## src/rtl/uart_rxq_pkg.sv

```systemverilog
package uart_rxq_pkg;

  typedef struct packed {
    logic [4:0] rsvd;
    logic [2:0] rts_sel;
    logic [1:0] rdy_sel;
    logic [1:0] tx_trig;
    logic       mce;
    logic       tx_clr;
    logic       rx_clr;
    logic       loop;
  } fcr_t;

  localparam logic [15:0] FCR_WMASK = 16'h07FF;

  function automatic int unsigned rdy_level(input logic [1:0] sel);
    case (sel)
      2'd0:    return 1;
      2'd1:    return 16;
      2'd2:    return 32;
      default: return 48;
    endcase
  endfunction

  function automatic int unsigned rts_level(input logic [2:0] sel);
    case (sel)
      3'd0:    return 63;
      3'd1:    return 1;
      3'd2:    return 8;
      3'd3:    return 16;
      3'd4:    return 32;
      3'd5:    return 48;
      3'd6:    return 54;
      default: return 60;
    endcase
  endfunction

endpackage

```

## src/rtl/uart_rxq_cfg.sv

```systemverilog
module uart_rxq_cfg
  import uart_rxq_pkg::*;
(
  input  logic        clk,
  input  logic        rst,
  input  logic        wr_en,
  input  logic [15:0] wr_data,
  output fcr_t        fcr_q,
  output logic        rx_clr_nx,
  output logic [2:0]  rts_sel_nx,
  output logic [1:0]  rdy_sel_nx,
  output logic        mce_nx,
  output logic        tx_flush
);

  fcr_t fcr_nx;

  always_comb begin
    fcr_nx = fcr_q;
    if (wr_en) fcr_nx = fcr_t'(wr_data & FCR_WMASK);
  end

  assign rx_clr_nx  = fcr_nx.rx_clr;
  assign rts_sel_nx = fcr_nx.rts_sel;
  assign rdy_sel_nx = fcr_nx.rdy_sel;
  assign mce_nx     = fcr_nx.mce;

  always_ff @(posedge clk) begin
    if (rst) begin
      fcr_q    <= '0;
      tx_flush <= 1'b0;
    end else begin
      fcr_q    <= fcr_nx;
      tx_flush <= wr_en & wr_data[2];
    end
  end

endmodule

```

## src/rtl/uart_rxq_store.sv

```systemverilog
module uart_rxq_store #(
  parameter int DEPTH  = 64,
  parameter int DATA_W = 8,
  localparam int AW = $clog2(DEPTH),
  localparam int CW = $clog2(DEPTH + 1)
) (
  input  logic              clk,
  input  logic              rst,
  input  logic              clr,
  input  logic              push,
  input  logic [DATA_W-1:0] push_data,
  input  logic              pop,
  output logic [DATA_W-1:0] pop_data,
  output logic [CW-1:0]     count,
  output logic [CW-1:0]     count_nx,
  output logic              overrun
);

  logic [DATA_W-1:0] mem [DEPTH];
  logic [AW-1:0]     wptr, rptr;
  logic [DATA_W-1:0] rd_q;
  logic              zero_q;
  logic              do_pop, do_push, full;

  assign full    = (count == CW'(DEPTH));
  assign do_pop  = pop && !clr && (count != '0);
  assign do_push = push && !clr && (!full || do_pop);

  always_comb begin
    count_nx = count;
    if (clr)                      count_nx = '0;
    else if (do_push && !do_pop)  count_nx = count + CW'(1);
    else if (!do_push && do_pop)  count_nx = count - CW'(1);
  end

  function automatic logic [AW-1:0] bump(input logic [AW-1:0] p);
    return (p == AW'(DEPTH - 1)) ? '0 : p + AW'(1);
  endfunction

  // storage array: no reset so it maps onto block RAM
  always_ff @(posedge clk) begin
    if (do_push) mem[wptr] <= push_data;
    if (do_pop)  rd_q      <= mem[rptr];
  end

  always_ff @(posedge clk) begin
    if (rst) begin
      wptr    <= '0;
      rptr    <= '0;
      count   <= '0;
      zero_q  <= 1'b1;
      overrun <= 1'b0;
    end else begin
      count   <= count_nx;
      overrun <= push && !clr && !do_push;
      if (pop) zero_q <= !do_pop;
      if (clr) begin
        wptr <= '0;
        rptr <= '0;
      end else begin
        if (do_push) wptr <= bump(wptr);
        if (do_pop)  rptr <= bump(rptr);
      end
    end
  end

  assign pop_data = zero_q ? '0 : rd_q;

endmodule

```

## src/rtl/uart_rxq_levels.sv

```systemverilog
module uart_rxq_levels
  import uart_rxq_pkg::*;
#(
  parameter int CW = 7
) (
  input  logic          clk,
  input  logic          rst,
  input  logic [CW-1:0] count_nx,
  input  logic [1:0]    rdy_sel,
  input  logic [2:0]    rts_sel,
  input  logic          mce,
  output logic          data_ready,
  output logic          rts_out
);

  logic rdy_nx, rts_nx;

  assign rdy_nx = int'(count_nx) >= int'(rdy_level(rdy_sel));
  assign rts_nx = mce && (int'(count_nx) > int'(rts_level(rts_sel)));

  always_ff @(posedge clk) begin
    if (rst) begin
      data_ready <= 1'b0;
      rts_out    <= 1'b0;
    end else begin
      data_ready <= rdy_nx;
      rts_out    <= rts_nx;
    end
  end

endmodule

```

## src/rtl/uart_rxq_ctl.sv

```systemverilog
module uart_rxq_ctl
  import uart_rxq_pkg::*;
#(
  parameter int DEPTH  = 64,
  parameter int DATA_W = 8,
  localparam int CW = $clog2(DEPTH + 1)
) (
  input  logic              clk,
  input  logic              rst,
  input  logic              cfg_wr_en,
  input  logic [15:0]       cfg_wr_data,
  output logic [15:0]       cfg_rd_data,
  input  logic              rx_push,
  input  logic [DATA_W-1:0] rx_byte,
  output logic              rx_overrun,
  input  logic              cpu_pop,
  output logic [DATA_W-1:0] cpu_byte,
  output logic [CW-1:0]     rx_count,
  output logic              data_ready,
  output logic              rts_out,
  output logic              tx_flush,
  output logic              loopback_en
);

  fcr_t          fcr_q;
  logic          rx_clr_nx, mce_nx;
  logic [2:0]    rts_sel_nx;
  logic [1:0]    rdy_sel_nx;
  logic [CW-1:0] count_nx;

  uart_rxq_cfg u_cfg (
    .clk        (clk),
    .rst        (rst),
    .wr_en      (cfg_wr_en),
    .wr_data    (cfg_wr_data),
    .fcr_q      (fcr_q),
    .rx_clr_nx  (rx_clr_nx),
    .rts_sel_nx (rts_sel_nx),
    .rdy_sel_nx (rdy_sel_nx),
    .mce_nx     (mce_nx),
    .tx_flush   (tx_flush)
  );

  uart_rxq_store #(.DEPTH(DEPTH), .DATA_W(DATA_W)) u_store (
    .clk       (clk),
    .rst       (rst),
    .clr       (rx_clr_nx),
    .push      (rx_push),
    .push_data (rx_byte),
    .pop       (cpu_pop),
    .pop_data  (cpu_byte),
    .count     (rx_count),
    .count_nx  (count_nx),
    .overrun   (rx_overrun)
  );

  uart_rxq_levels #(.CW(CW)) u_levels (
    .clk        (clk),
    .rst        (rst),
    .count_nx   (count_nx),
    .rdy_sel    (rdy_sel_nx),
    .rts_sel    (rts_sel_nx),
    .mce        (mce_nx),
    .data_ready (data_ready),
    .rts_out    (rts_out)
  );

  assign cfg_rd_data = fcr_q;
  assign loopback_en = fcr_q.loop;

endmodule

```

## config.mk

```make
export PLATFORM = sky130hd
export DESIGN_NAME = uart_rxq_ctl
export DESIGN_NICKNAME = d
export VERILOG_FILES = /design/src/rtl/uart_rxq_pkg.sv /design/src/rtl/uart_rxq_cfg.sv /design/src/rtl/uart_rxq_store.sv /design/src/rtl/uart_rxq_levels.sv /design/src/rtl/uart_rxq_ctl.sv
export SDC_FILE = /design/constraint.sdc
export NUM_CORES = 1
export LEC_CHECK = 0
export ABC_AREA = 0
export BUFFER_PORTS_ARGS = -buffer_cell sky130_fd_sc_hd__buf_2
export CORE_MARGIN = 2
export CORE_UTILIZATION = 45
export CTS_CLUSTER_SIZE = 16
export DETAILED_ROUTE_END_ITERATION = 7
export GPL_TIMING_DRIVEN = 0
export PLACE_DENSITY = 0.6
export SYNTH_ARGS = -nofsm -noshare
export SYNTH_HDL_FRONTEND = slang
export SYNTH_HIERARCHICAL = 1
export SYNTH_SLANG_ARGS = --single-unit
export TNS_END_PERCENT = 50
```

## constraint.sdc

```tcl
create_clock -name clk -period 3.6 [get_ports clk]
set_input_delay 0.72 -clock clk [delete_from_list [all_inputs] [get_ports clk]]
set_output_delay 0.72 -clock clk [all_outputs]
set_load 0.005 [all_outputs]
```

==> run_results.csv <==
group,metric,value,unit
clock_network,hold_buffers,0,
critical_path,start_kind,"primary input",
placed_design,port_buffers,53,
power_and_ir_drop,peakVddDrop,0.337,mV
sta,slew-limit-headroom,0.125,
critical_path,regToRegEndpoint,"u_store/mem[17][2]$_DFFE_PP_",
sta,fin_crit_sh,1.00,
sta,maxSlewViolCount,0,
sta,min_period,3.61,ns
critical_path,cpPeakStageDelay,0.94,ns
critical_path,cp_slowest_cell,"nor2_1",
floorplan,die_area,51300,um2
detailed_routing,dr.pass1.iters,5,
logic_synthesis,syn_area_per_cell,18.5,um2
placed_design,gp_congestion,0.899,
logic_synthesis,synth_async_sr_flop_share,0,
placed_design,place_hpwl,33300,um
status,violations,"negative setup slack",
logic_synthesis,synth.most_common_cell,"edfxtp_1",
grt,antenna_found_initial,0,
final_layout,syn_to_final_growth,13.4,%
logic_synthesis,ys_top_cells_by_count,"520 x edfxtp_1, 117 x nor2_1, 106 x mux4_2",
grt,gr-total-overflow,0,
logic_synthesis,ys_ff_latch,555,
floorplan,die_height,227,um
power_and_ir_drop,p_int,0.0105,W
clock_network,cts_tree,"done",
power_and_ir_drop,p_sw,0.00270,W
logic_synthesis,synth_area_leaders,"edfxtp_1 70%, mux4_2 11%, dfxtp_1 3.1%, nor2_1 2.0%, mux2i_1 1.7%",
power_and_ir_drop,p_total,0.0132,W
critical_path,cp_cell_sequence,"buf_2, buf_6, mux2_4, clkbuf_1, nand2b_1, a31o_2, nor2_1, nand3b_1, nor2_1",
power_and_ir_drop,switching_share,0.205,
detailed_routing,drtIter0Drc,1111,
critical_path,arrival,3.84,ns
critical_path,cpMostUsedCell,"nor2_1",
power_and_ir_drop,power_leakage,7.88,nW
logic_synthesis,syn_inst,1203,
clock_network,clkSinkCount,555,
final_layout,num_antenna_cells,0,
clock_network,cts_buffers,55,
detailed_routing,drc_errors,0,
final_layout,final_cells,2029,
floorplan,die_w,227,um
logic_synthesis,yosysSeqAreaShare,0.732,
placed_design,dp_slack,-0.934,ns
worst_hold_path,worstHoldStart,"cfg_wr_data[0]",
clock_network,clock_latency,0.61,ns
final_layout,final_core_util,0.517,
final_layout,drive_gt1_frac,0.265,
floorplan,io_pins,65,
power_and_ir_drop,clockPowerShare,0.418,
worst_hold_path,hold_path_class,"in2reg",
detailed_routing,num_vias,11600,
floorplan,rows,81,
sta,worst_pin_slew,1.31,ns
critical_path,crit_required,3.83,ns
sta,hold_violations,0,
clock_network,clk_pin_slew,0.06,ns
floorplan,initial_core_util,0.456,
sta,fin_ws,-0.0106,ns
sta,fmax,277,MHz
grt,grt_pass1_wl,76100,um
clock_network,cts_buffer_depth,3,
critical_path,path_max_fanout,10,
sta,fin_worst_skew,0.0315,ns
logic_synthesis,synth_edf_count,520,
detailed_routing,wire_per_inst,25.6,um
worst_hold_path,hold_depth,3,
detailed_routing,ant_nets,0,
worst_hold_path,hold_path_end,"u_cfg/fcr_q[0]$_SDFFE_PP0P_",
logic_synthesis,synth_top_cell_area_share,0.700,
clock_network,h-tree-depth,2,
placed_design,dp.cells,1924,
critical_path,rr_worst_depth,7,
logic_synthesis,yosysTopAreaCell,"edfxtp_1",
logic_synthesis,yosysUniqueCellTypes,62,
grt,grt_usage,0.208,
clock_network,ctsRootBufferMaster,"clkbuf_16",
logic_synthesis,netlist_area,22300,um2
sta,setup_tns,-0.0700,ns
critical_path,endpoint_kind,"register",
grt,grt_start_max_net_pins,65,
critical_path,critPathKind,"in2reg",
floorplan,coreArea,49000,um2
sta,rsz0062_at_grt,"true",
detailed_routing,wl,51900,um
power_and_ir_drop,comb_power_share,0.042,
critical_path,rr_startpoint,"u_cfg/fcr_q[1]$_SDFF_PP0_",
job,maxCapViolations,0,
critical_path,r2r_slack,0.10,ns
status,status,"complete, but fails checks",
logic_synthesis,ys_warn_count,6,
grt,grt_pass1_vias,11500,
detailed_routing,vias_per_cell,5.73,
power_and_ir_drop,seq_power_share,0.540,
logic_synthesis,ys.flop_type,"edfxtp_1",
power_and_ir_drop,power_density,520,nW/um2
final_layout,nNetsFinal,1367,
sta,finalSetupViolCount,8,
-- per-stage QoR --
stage | cell area [um2] | hold WS [ns]
final | 25300 | 0.338
after global routing | 25300 | 0.364
after floorplan | 22300 | 0.466
after detailed placement | 23400 | 0.463
after global placement | 23400 | 0.461
after CTS | 25200 | 0.323
-- kinds of logic (layout without fill, tap and decap cells) --
kind of cell | Yosys count | after routing | share of synthesized area
AND/OR/NAND/NOR | 239 | 239 | 0.0532
XOR/XNOR | 15 | 15 | 0.00589
multiplexers | 168 | 168 | 0.138
buffers and inverters | 86 | 244 | 0.0212
other | 1 | 5 | 0.000168
AO/OA/AOI/OAI | 124 | 124 | 0.0406
adder cells (fa/ha/maj) | 15 | 15 | 0.00875
flip-flops | 555 | 555 | 0.732
-- placed cells by master, fill, tap and decap left out, types with 6 or more instances in the layout --
master       n
edfxtp_1   520
mux4_2     106
nor2_1      80
buf_2       73
clkbuf_16   55
clkbuf_1    37
mux2i_1     37
dfxtp_1     35
nor2_2      32
nand2_1     30
a211oi_1    24
nor2b_1     22
o22ai_1     20
mux2_2      18
buf_4       17
inv_1       14
ha_1        14
nor3_1      13
nand3b_1    11
o21ai_0     11
xor2_1      11
clkinv_1    10
clkinv_2     9
buf_6        9
a21oi_1      9
a22oi_1      9
a22o_1       8
o221ai_1     8
nand3_1      7
buf_1        6
-- power groups by stage --
stage / registers (W) / clock network [W] / logic (W)
global placement: 0.00724 / 0 / 0.000542
finish: 0.00711 / 0.00550 / 0.000549
global route: 0.00711 / 0.00586 / 0.000603
floorplan: 0.00724 / 0 / 0.000312
detailed placement: 0.00725 / 0 / 0.000555
CTS: 0.00711 / 0.00561 / 0.000557
-- metal layers --
metal,part of all wire,global-route usage
met4,0.030,0.0734
met2,0.46,0.318
met3,0.063,0.0346
met1,0.45,0.303
met5,0,0
-- what timing repair did --
item / CTS / global route
setup endpoints to repair: 193 / 348
hold endpoints to repair: 0 / 0
resized for setup: 12 / 30
setup buffers: 1 / 5
pin swaps: 1 / 0
-- worst max path at each step --
| stage | slack (ns) | cells past startpoint | startpoint | end |
|---|---|---|---|---|
| 2_1_floorplan | 0.26 | 13 | cfg_wr_en | u_levels/rts_out$_SDFF_PP0_ |
| 3_3_place_gp | -0.99 | 8 | cfg_wr_en | u_store/mem[31][6]$_DFFE_PP_ |
| 3_5_place_dp | -0.93 | 8 | cfg_wr_en | u_store/mem[31][6]$_DFFE_PP_ |
| 4_1_cts | -0.15 | 9 | cfg_wr_en | u_store/mem[22][5]$_DFFE_PP_ |
| 5_1_grt | -0.14 | 9 | cfg_wr_en | u_store/mem[17][2]$_DFFE_PP_ |
| 6_report | -0.01 | 9 | cfg_wr_en | u_store/mem[17][2]$_DFFE_PP_ |
-- worst max-delay path: cells and delay by family --
| kind | cells | cell delay, ns |
|---|---|---|
| AO/OA/AOI/OAI | 1 | 0.27 |
| buffers and inverters | 3 | 0.48 |
| multiplexers | 1 | 0.34 |
| AND/OR/NAND/NOR | 4 | 2.00 |
-- area by class of cell --
| class | count | area [um2] |
|---|---|---|
| buffer | 72 | 420 |
| clock buffer | 73 | 1480 |
| clock inverter | 26 | 226 |
| fill | 3944 | 23700 |
| inverter | 14 | 52.6 |
| multi-input combinational | 566 | 5640 |
| sequential | 555 | 16300 |
| tap | 664 | 831 |
| timing repair buffer | 59 | 323 |
-- flip-flops by register name, summed over array words and instances (netlist names) --
register	cells
u_store/zero_q	1
u_store/overrun	1
u_store/mem	512
u_store/wptr	6
u_levels/data_ready	1
u_cfg/fcr_q	11
u_cfg/tx_flush	1
u_store/rd_q	8
u_levels/rts_out	1
u_store/count	7
u_store/rptr	6
No activity file was read; power rests on OpenSTA's default activity.
